## src/rtl/bittc_pkg.sv

```systemverilog
package bittc_pkg;
  localparam int DATA_W = 32;
  localparam int BYTE_W = 8;
  localparam int IDX_W  = $clog2(DATA_W);
  localparam int BIT_W  = $clog2(BYTE_W);
  localparam int NFLAG  = 5;

  localparam logic [7:0] OPC_ESCAPE = 8'h0F;
  localparam logic [7:0] OPC_REGOFF = 8'hBB;
  localparam logic [7:0] OPC_GROUP  = 8'hBA;
  localparam logic [2:0] GRP_TESTC  = 3'd7;

  typedef enum logic [1:0] {
    SEL_NONE,
    SEL_REGOFF,
    SEL_IMMOFF
  } opsel_t;

  typedef enum logic [2:0] {
    MS_IDLE,
    MS_READ,
    MS_MODIFY,
    MS_WRITE,
    MS_DONE
  } mstate_t;
endpackage

```

## src/rtl/bittc_decode.sv

```systemverilog
module bittc_decode
  import bittc_pkg::*;
(
  input  logic [7:0] op_esc,
  input  logic [7:0] op_main,
  input  logic [2:0] op_grp,
  output opsel_t     opsel
);
  always_comb begin
    opsel = SEL_NONE;
    if (op_esc == OPC_ESCAPE) begin
      if (op_main == OPC_REGOFF)
        opsel = SEL_REGOFF;
      else if (op_main == OPC_GROUP && op_grp == GRP_TESTC)
        opsel = SEL_IMMOFF;
    end
  end
endmodule

```

## src/rtl/bittc_regpath.sv

```systemverilog
module bittc_regpath
  import bittc_pkg::*;
(
  input  logic [DATA_W-1:0] operand,
  input  logic [IDX_W-1:0]  offset,
  input  logic              wide,
  output logic [DATA_W-1:0] result,
  output logic              cf
);
  logic [IDX_W-1:0]  idx;
  logic [DATA_W-1:0] flip;

  always_comb begin
    if (wide)
      idx = offset;
    else
      idx = {1'b0, offset[IDX_W-2:0]};
    flip   = {{(DATA_W-1){1'b0}}, 1'b1} << idx;
    result = operand ^ flip;
    cf     = operand[idx];
  end
endmodule

```

## src/rtl/bittc_memseq.sv

```systemverilog
module bittc_memseq
  import bittc_pkg::*;
#(
  parameter int ADDR_W = 32
) (
  input  logic              clk,
  input  logic              rst_n,
  input  logic              go,
  input  logic [ADDR_W-1:0] base,
  input  logic [DATA_W-1:0] offset,
  output logic              mem_req,
  output logic              mem_we,
  output logic [ADDR_W-1:0] mem_addr,
  output logic [BYTE_W-1:0] mem_wdata,
  input  logic [BYTE_W-1:0] mem_rdata,
  input  logic              mem_ack,
  output logic              busy,
  output logic              done,
  output logic              cf,
  output logic [BYTE_W-1:0] byte_out
);
  localparam int SHIFT = BIT_W;

  mstate_t             state_q, state_d;
  logic [ADDR_W-1:0]   addr_q;
  logic [BIT_W-1:0]    bit_q;
  logic [BYTE_W-1:0]   rd_q;
  logic [BYTE_W-1:0]   wr_q;
  logic                cf_q;

  logic signed [DATA_W-1:0] off_s;
  logic [ADDR_W-1:0]        step;
  logic [ADDR_W-1:0]        addr_d;
  logic                     load_en, rd_en, mod_en;

  assign off_s  = $signed(offset);
  assign step   = ADDR_W'(off_s >>> SHIFT);
  assign addr_d = base + step;

  assign load_en = (state_q == MS_IDLE) && go;
  assign rd_en   = (state_q == MS_READ) && mem_ack;
  assign mod_en  = (state_q == MS_MODIFY);

  always_comb begin
    state_d = state_q;
    case (state_q)
      MS_IDLE:   if (go) state_d = MS_READ;
      MS_READ:   if (mem_ack) state_d = MS_MODIFY;
      MS_MODIFY: state_d = MS_WRITE;
      MS_WRITE:  if (mem_ack) state_d = MS_DONE;
      MS_DONE:   state_d = MS_IDLE;
      default:   state_d = MS_IDLE;
    endcase
  end

  always_ff @(posedge clk or negedge rst_n) begin
    if (!rst_n)
      state_q <= MS_IDLE;
    else
      state_q <= state_d;
  end

  always_ff @(posedge clk or negedge rst_n) begin
    if (!rst_n) begin
      addr_q <= '0;
      bit_q  <= '0;
    end else if (load_en) begin
      addr_q <= addr_d;
      bit_q  <= offset[BIT_W-1:0];
    end
  end

  always_ff @(posedge clk or negedge rst_n) begin
    if (!rst_n)
      rd_q <= '0;
    else if (rd_en)
      rd_q <= mem_rdata;
  end

  always_ff @(posedge clk or negedge rst_n) begin
    if (!rst_n) begin
      wr_q <= '0;
      cf_q <= 1'b0;
    end else if (mod_en) begin
      wr_q <= rd_q ^ (BYTE_W'(1) << bit_q);
      cf_q <= rd_q[bit_q];
    end
  end

  assign mem_req   = (state_q == MS_READ) || (state_q == MS_WRITE);
  assign mem_we    = (state_q == MS_WRITE);
  assign mem_addr  = addr_q;
  assign mem_wdata = wr_q;
  assign busy      = (state_q != MS_IDLE);
  assign done      = (state_q == MS_DONE);
  assign cf        = cf_q;
  assign byte_out  = wr_q;

  AST_DONE_SINGLE: assert property (@(posedge clk) disable iff (!rst_n) done |=> !done);
  AST_ADDR_HELD: assert property (@(posedge clk) disable iff (!rst_n) (busy && $past(busy)) |-> $stable(mem_addr));
  AST_WRITE_ONE_BIT: assert property (@(posedge clk) disable iff (!rst_n) (mem_req && mem_we) |-> ($countones(mem_wdata ^ rd_q) == 1));
  AST_WRITE_AFTER_READ: assert property (@(posedge clk) disable iff (!rst_n) (mem_req && mem_we && !$past(mem_we)) |-> $past(state_q == MS_MODIFY));
endmodule

```

## src/rtl/bittc_unit.sv

```systemverilog
module bittc_unit
  import bittc_pkg::*;
#(
  parameter int ADDR_W = 32
) (
  input  logic              clk,
  input  logic              rst_n,
  input  logic              start,
  input  logic [7:0]        op_esc,
  input  logic [7:0]        op_main,
  input  logic [2:0]        op_grp,
  input  logic              wide,
  input  logic              mem_mode,
  input  logic [31:0]       reg_operand,
  input  logic [31:0]       offset_reg,
  input  logic [7:0]        imm8,
  input  logic [ADDR_W-1:0] mem_base,
  output logic [31:0]       result,
  output logic              cf,
  output logic              done,
  output logic              busy,
  output logic [4:0]        flags_undef,
  output logic [4:0]        flags_undef_mask,
  output logic              mem_req,
  output logic              mem_we,
  output logic [ADDR_W-1:0] mem_addr,
  output logic [7:0]        mem_wdata,
  input  logic [7:0]        mem_rdata,
  input  logic              mem_ack
);
  opsel_t              opsel;
  logic [DATA_W-1:0]   off_sel;
  logic                fire, reg_fire, mem_go;
  logic [DATA_W-1:0]   reg_res;
  logic                reg_cf;
  logic                mem_done, mem_cf, mem_busy;
  logic [BYTE_W-1:0]   mem_byte;
  logic [DATA_W-1:0]   res_q;
  logic                cf_q;
  logic                rdone_q;
  logic                unused_imm_hi;

  bittc_decode u_dec (
    .op_esc  (op_esc),
    .op_main (op_main),
    .op_grp  (op_grp),
    .opsel   (opsel)
  );

  assign unused_imm_hi = ^imm8[7:5];
  assign off_sel = (opsel == SEL_IMMOFF) ? {{(DATA_W-5){1'b0}}, imm8[4:0]} : offset_reg;

  assign fire     = start && (opsel != SEL_NONE) && !mem_busy;
  assign reg_fire = fire && !mem_mode;
  assign mem_go   = fire && mem_mode;

  bittc_regpath u_reg (
    .operand (reg_operand),
    .offset  (off_sel[IDX_W-1:0]),
    .wide    (wide),
    .result  (reg_res),
    .cf      (reg_cf)
  );

  bittc_memseq #(.ADDR_W(ADDR_W)) u_mem (
    .clk       (clk),
    .rst_n     (rst_n),
    .go        (mem_go),
    .base      (mem_base),
    .offset    (off_sel),
    .mem_req   (mem_req),
    .mem_we    (mem_we),
    .mem_addr  (mem_addr),
    .mem_wdata (mem_wdata),
    .mem_rdata (mem_rdata),
    .mem_ack   (mem_ack),
    .busy      (mem_busy),
    .done      (mem_done),
    .cf        (mem_cf),
    .byte_out  (mem_byte)
  );

  always_ff @(posedge clk or negedge rst_n) begin
    if (!rst_n)
      rdone_q <= 1'b0;
    else
      rdone_q <= reg_fire;
  end

  always_ff @(posedge clk or negedge rst_n) begin
    if (!rst_n) begin
      res_q <= '0;
      cf_q  <= 1'b0;
    end else if (reg_fire) begin
      res_q <= reg_res;
      cf_q  <= reg_cf;
    end else if (mem_done) begin
      res_q <= {{(DATA_W-BYTE_W){1'b0}}, mem_byte};
      cf_q  <= mem_cf;
    end
  end

  always_comb begin
    if (reg_fire) begin
      result = reg_res;
      cf     = reg_cf;
    end else if (mem_done) begin
      result = {{(DATA_W-BYTE_W){1'b0}}, mem_byte};
      cf     = mem_cf;
    end else begin
      result = res_q;
      cf     = cf_q;
    end
  end

  assign done             = rdone_q || mem_done;
  assign busy             = mem_busy;
  assign flags_undef      = '0;
  assign flags_undef_mask = '1;

  AST_REG_ONE_BIT: assert property (@(posedge clk) disable iff (!rst_n) reg_fire |-> ($countones(result ^ reg_operand) == 1));
  AST_REG_DONE_NEXT: assert property (@(posedge clk) disable iff (!rst_n) reg_fire |=> done);
  AST_NO_FIRE_BAD_OP: assert property (@(posedge clk) disable iff (!rst_n) (start && opsel == SEL_NONE && !busy) |=> !done);
  AST_REG_HOLD: assert property (@(posedge clk) disable iff (!rst_n) ($past(reg_fire) && !reg_fire && !mem_done) |-> $stable(result));
endmodule

```

## config.mk

```make
export PLATFORM = sky130hd
export DESIGN_NAME = bittc_unit
export DESIGN_NICKNAME = d
export VERILOG_FILES = /design/src/rtl/bittc_pkg.sv /design/src/rtl/bittc_decode.sv /design/src/rtl/bittc_regpath.sv /design/src/rtl/bittc_memseq.sv /design/src/rtl/bittc_unit.sv
export SDC_FILE = /design/constraint.sdc
export NUM_CORES = 1
export LEC_CHECK = 0
export ABC_CLOCK_PERIOD_IN_PS = 2500
export BUFFER_PORTS_ARGS = -buffer_cell sky130_fd_sc_hd__buf_2
export CORE_MARGIN = 5
export CORE_UTILIZATION = 52
export CTS_CLUSTER_SIZE = 24
export DETAILED_ROUTE_END_ITERATION = 6
export MAX_ROUTING_LAYER = met4
export PLACE_DENSITY_LB_ADDON = 0.05
export SLEW_MARGIN = 40
export SYNTH_ARGS = -nofsm -noshare
export SYNTH_HDL_FRONTEND = slang
export SYNTH_SLANG_ARGS = --single-unit
```

## constraint.sdc

```tcl
create_clock -name clk -period 2.5 [get_ports clk]
set_input_delay 0 -clock clk [delete_from_list [all_inputs] [get_ports clk]]
set_output_delay 0 -clock clk [all_outputs]
set_load 0.03 [all_outputs]
```

==> impl_metrics.py <==
metrics = {
    "outcome": {
        "outcome": "finished, violations left",
        "violations": "hold timing, setup timing",
    },
    "logic_synthesis": {
        "ys_types": 77,
        "yosysWarnings": 0,
        "yosys-top-cells-area": "dfrtp_1 (34%), ha_1 (5.9%), xor2_1 (5.1%), o21ai_0 (4.9%), mux2i_1 (4.7%)",
        "synth-edff-count": 0,
        "seq_area_frac_synth": 0.341,
        "synthArstFlopShare": 1.00,
        "yosysTopAreaCellShare": 0.341,
        "synth_area_sq_um": 6540,
        "syn_area_per_cell_sq_um": 8.90,
        "syn_inst": 735,
        "synthFlopType": "dfrtp_1",
        "synth_top_area_cell": "dfrtp_1",
        "synth.ff_latch_count": 89,
    },
    "floorplan": {
        "die_width_microns": 122,
        "std_cell_rows": 41,
        "die_y_microns": 122,
        "io_pins": 224,
        "core_sq_um": 12500,
        "start_util": 0.525,
        "dieArea_sq_um": 14900,
    },
    "routing": {
        "drt_iter0_drc": 428,
        "wl_per_cell_microns": 17.1,
        "drt-total-wl_microns": 21600,
        "drt_first_pass_iters": 5,
        "drtAntennaViolNets": 0,
        "via_per_inst": 5.47,
        "drc_errors": 0,
        "vias": 6897,
    },
    "pwr": {
        "peakVddDrop_v": 0.000366,
        "power_leakage_nw": 4.87,
        "cellPowerDensity_nw_per_um2": 571,
    },
    "sta": {
        "fmax_mhz": 317,
        "fin_setup_tns_ns": -9.35,
        "finalHoldViolations": 2,
        "min_period_ns": 3.15,
        "period_share": 1.26,
        "setup_violations": 23,
        "maxSlewViolCount": 0,
        "hold_slack_ns": -0.0148,
        "slew_headroom": 0.612,
        "rsz0062_at_grt": "yes",
        "skew_ns": 0.00395,
        "fin_ws_ns": -0.651,
        "worst_pin_slew_ns": 0.581,
    },
    "finish": {
        "area_growth_pct": 48.7,
        "nets": 1254,
        "final_util": 0.780,
        "nFillCells": 900,
        "drive_gt1_frac": 0.430,
    },
    "global_route": {
        "antenna_found_initial": 1,
        "grt_pass1_wl_microns": 34400,
        "track_usage": 0.295,
        "grt_overflow": 0,
        "grt_max_degree": 90,
        "grt_pass1_vias": 7183,
    },
    "clocking": {
        "insertion_delay_ns": 0.35,
        "clk_pin_slew_ns": 0.07,
        "clock_sinks": 89,
        "htreeDepth": 3,
        "numCtsBuffers": 9,
        "max-clock-path-buffers": 2,
        "cts_root_buf": "clkbuf_16",
        "tritoncts": "done",
    },
    "worst_setup_path": {
        "path_max_fanout": 8,
        "worstPathArrival_ns": 3.39,
        "r2r_cells": 6,
        "required_ns": 2.74,
        "critPathKind": "primary input to register",
        "endpoint_kind": "register",
        "critPathLaunchType": "primary input",
    },
    "run": {
        "drv_cap": 0,
    },
    "place": {
        "io_buffers": 210,
        "place_hpwl_microns": 15900,
        "place_congestion": 0.988,
    },
    "min_path": {
        "hp-class": "primary input to register",
        "whs_path_depth": 3,
    },
}
-- cell usage after synthesis (all sizes together) (4+ instances only) --
| cell | n |
|---|---|
| dfrtp | 89 |
| nand2b | 5 |
| nand3 | 40 |
| and3 | 10 |
| o21ai | 75 |
| a211oi | 4 |
| xnor2 | 25 |
| xor2 | 38 |
| o21bai | 4 |
| clkbuf | 28 |
| nor3b | 6 |
| o31ai | 5 |
| mux2i | 32 |
| nand2 | 80 |
| nor2b | 30 |
| or3 | 4 |
| nor3 | 17 |
| nand4 | 7 |
| or4 | 4 |
| buf | 17 |
| mux2 | 13 |
| ha | 31 |
| inv | 13 |
| nor2 | 42 |
| a21oi | 36 |
| nand3b | 7 |
| nand4b | 4 |
| a221oi | 6 |
| a21o | 15 |
-- timing repair --
action                                 in CTS  in global routing
gates resized for setup                    73                 62
hold buffers                               16                  1
cloned                                      0                  0
setup buffers                              21                  9
pin swaps                                  46                 29
setup endpoints to repair                  30                 53
endpoints found under the hold margin     105                  1
-- final timing paths --
kind / end / slack, ns / startpoint
max in group asynchronous: u_mem.mem_addr[18]$_DFFE_PN0P_ / 1.87 / rst_n
min in group asynchronous: u_mem.byte_out[0]$_DFFE_PN0N_ / 0.23 / rst_n
min: res_q[9]$_DFF_PN0_ / -0.01 / reg_operand[9]
max: u_mem.mem_addr[30]$_DFFE_PN0P_ / -0.65 / op_esc[6]
max reg2reg: u_mem.mem_addr[8]$_DFFE_PN0P_ / 0.28 / u_mem.state_q[2]$_DFFE_PN0P_
min reg2reg: u_mem.mem_addr[11]$_DFFE_PN0P_ / 0.47 / u_mem.mem_addr[11]$_DFFE_PN0P_
-- flip-flops by register name (all words and copies together) (netlist names) --
name and cells:
cf_q 1, u_mem.rd_q 8, rdone_q 1, u_mem.mem_addr 32
u_mem.bit_q 3, u_mem.state_q 3, u_mem.byte_out 8, res_q 32
u_mem.cf 1
-- cell usage in the layout (no fill, tap or decap), types with 24 or more instances in the layout --
cell type / n
ha_1: 28
xor2_1: 38
o21ai_1: 40
nor2b_1: 30
nand2_1: 77
buf_4: 145
o21ai_0: 24
mux2i_1: 28
nand3_1: 37
buf_2: 195
a21oi_1: 33
nor2_1: 33
dfrtp_1: 89
-- final cells by class --
class / instances / area [sq um] / area share
Antenna cell: 1 / 2.50 / 0.000257
Clock buffer: 9 / 225 / 0.0232
Clock inverter: 6 / 68.8 / 0.00708
Inverter: 13 / 48.8 / 0.00502
Multi-Input combinational cell: 596 / 4460 / 0.458
Sequential cell: 89 / 2230 / 0.229
Tap cell: 172 / 215 / 0.0221
Timing Repair Buffer: 376 / 2480 / 0.255
-- through the flow --
step	hold slack [ns]	total power (W)	instance area [sq um]	setup WS [ns]	std cells
floorplan	-0.296	0.00316	6610	-0.884	743
global placement	0.0845	0.00387	8610	-0.997	1202
detailed placement	0.0899	0.00393	8610	-1.06	1202
CTS	0.00184	0.00549	9510	-0.569	1253
global route	0.00694	0.00583	9730	-0.790	1262
finish	-0.0148	0.00555	9730	-0.651	1262
-- cells by family (layout without fill, tap and decap cells) --
family,after synthesis,in the layout,synth area share
and+or+nand+nor,268,268,0.217
AOI/OAI and AO/OA,176,176,0.174
DFF,89,89,0.341
xor gates and xnor gates,63,63,0.0844
buffers and inverters,58,404,0.0404
muxes,47,47,0.0802
adders and majority gates,32,32,0.0624
other,2,11,0.00115
-- critical path, cell delays in order --
cell and delay [ns]:
buf_6 0.09, and4bb_2 0.33, nand4_4 0.14, nor2_4 0.17
buf_4 0.14, buf_8 0.13, buf_8 0.13, nor2b_1 0.05
ha_1 0.31, buf_4 0.13, o2111ai_2 0.14, and4_1 0.22
or4_4 0.51, o21a_1 0.22, nor2_4 0.16, o2111ai_2 0.13
a21o_1 0.18, a31o_1 0.19
-- power breakdown --
part / internal, W / total [W] / switching, W / leakage (nW)
combinational: 0.00102 / 0.00229 / 0.00127 / 3.57
clock: 0.000775 / 0.00139 / 0.000617 / 0.142
sequential: 0.00168 / 0.00187 / 0.000191 / 1.17
-- per-layer routing --
layer / share of wire / vias to the layer above / global-route usage / wire length, microns
li1: - / 3324 / - / -
met1: 0.41 / 3313 / 0.360 / 8750
met2: 0.52 / 227 / 0.514 / 11300
met3: 0.051 / 33 / 0.0265 / 1110
met4: 0.019 / 0 / 0.101 / 416
met5: 0 / - / - / 0
Power figures use the tool's default switching activity.
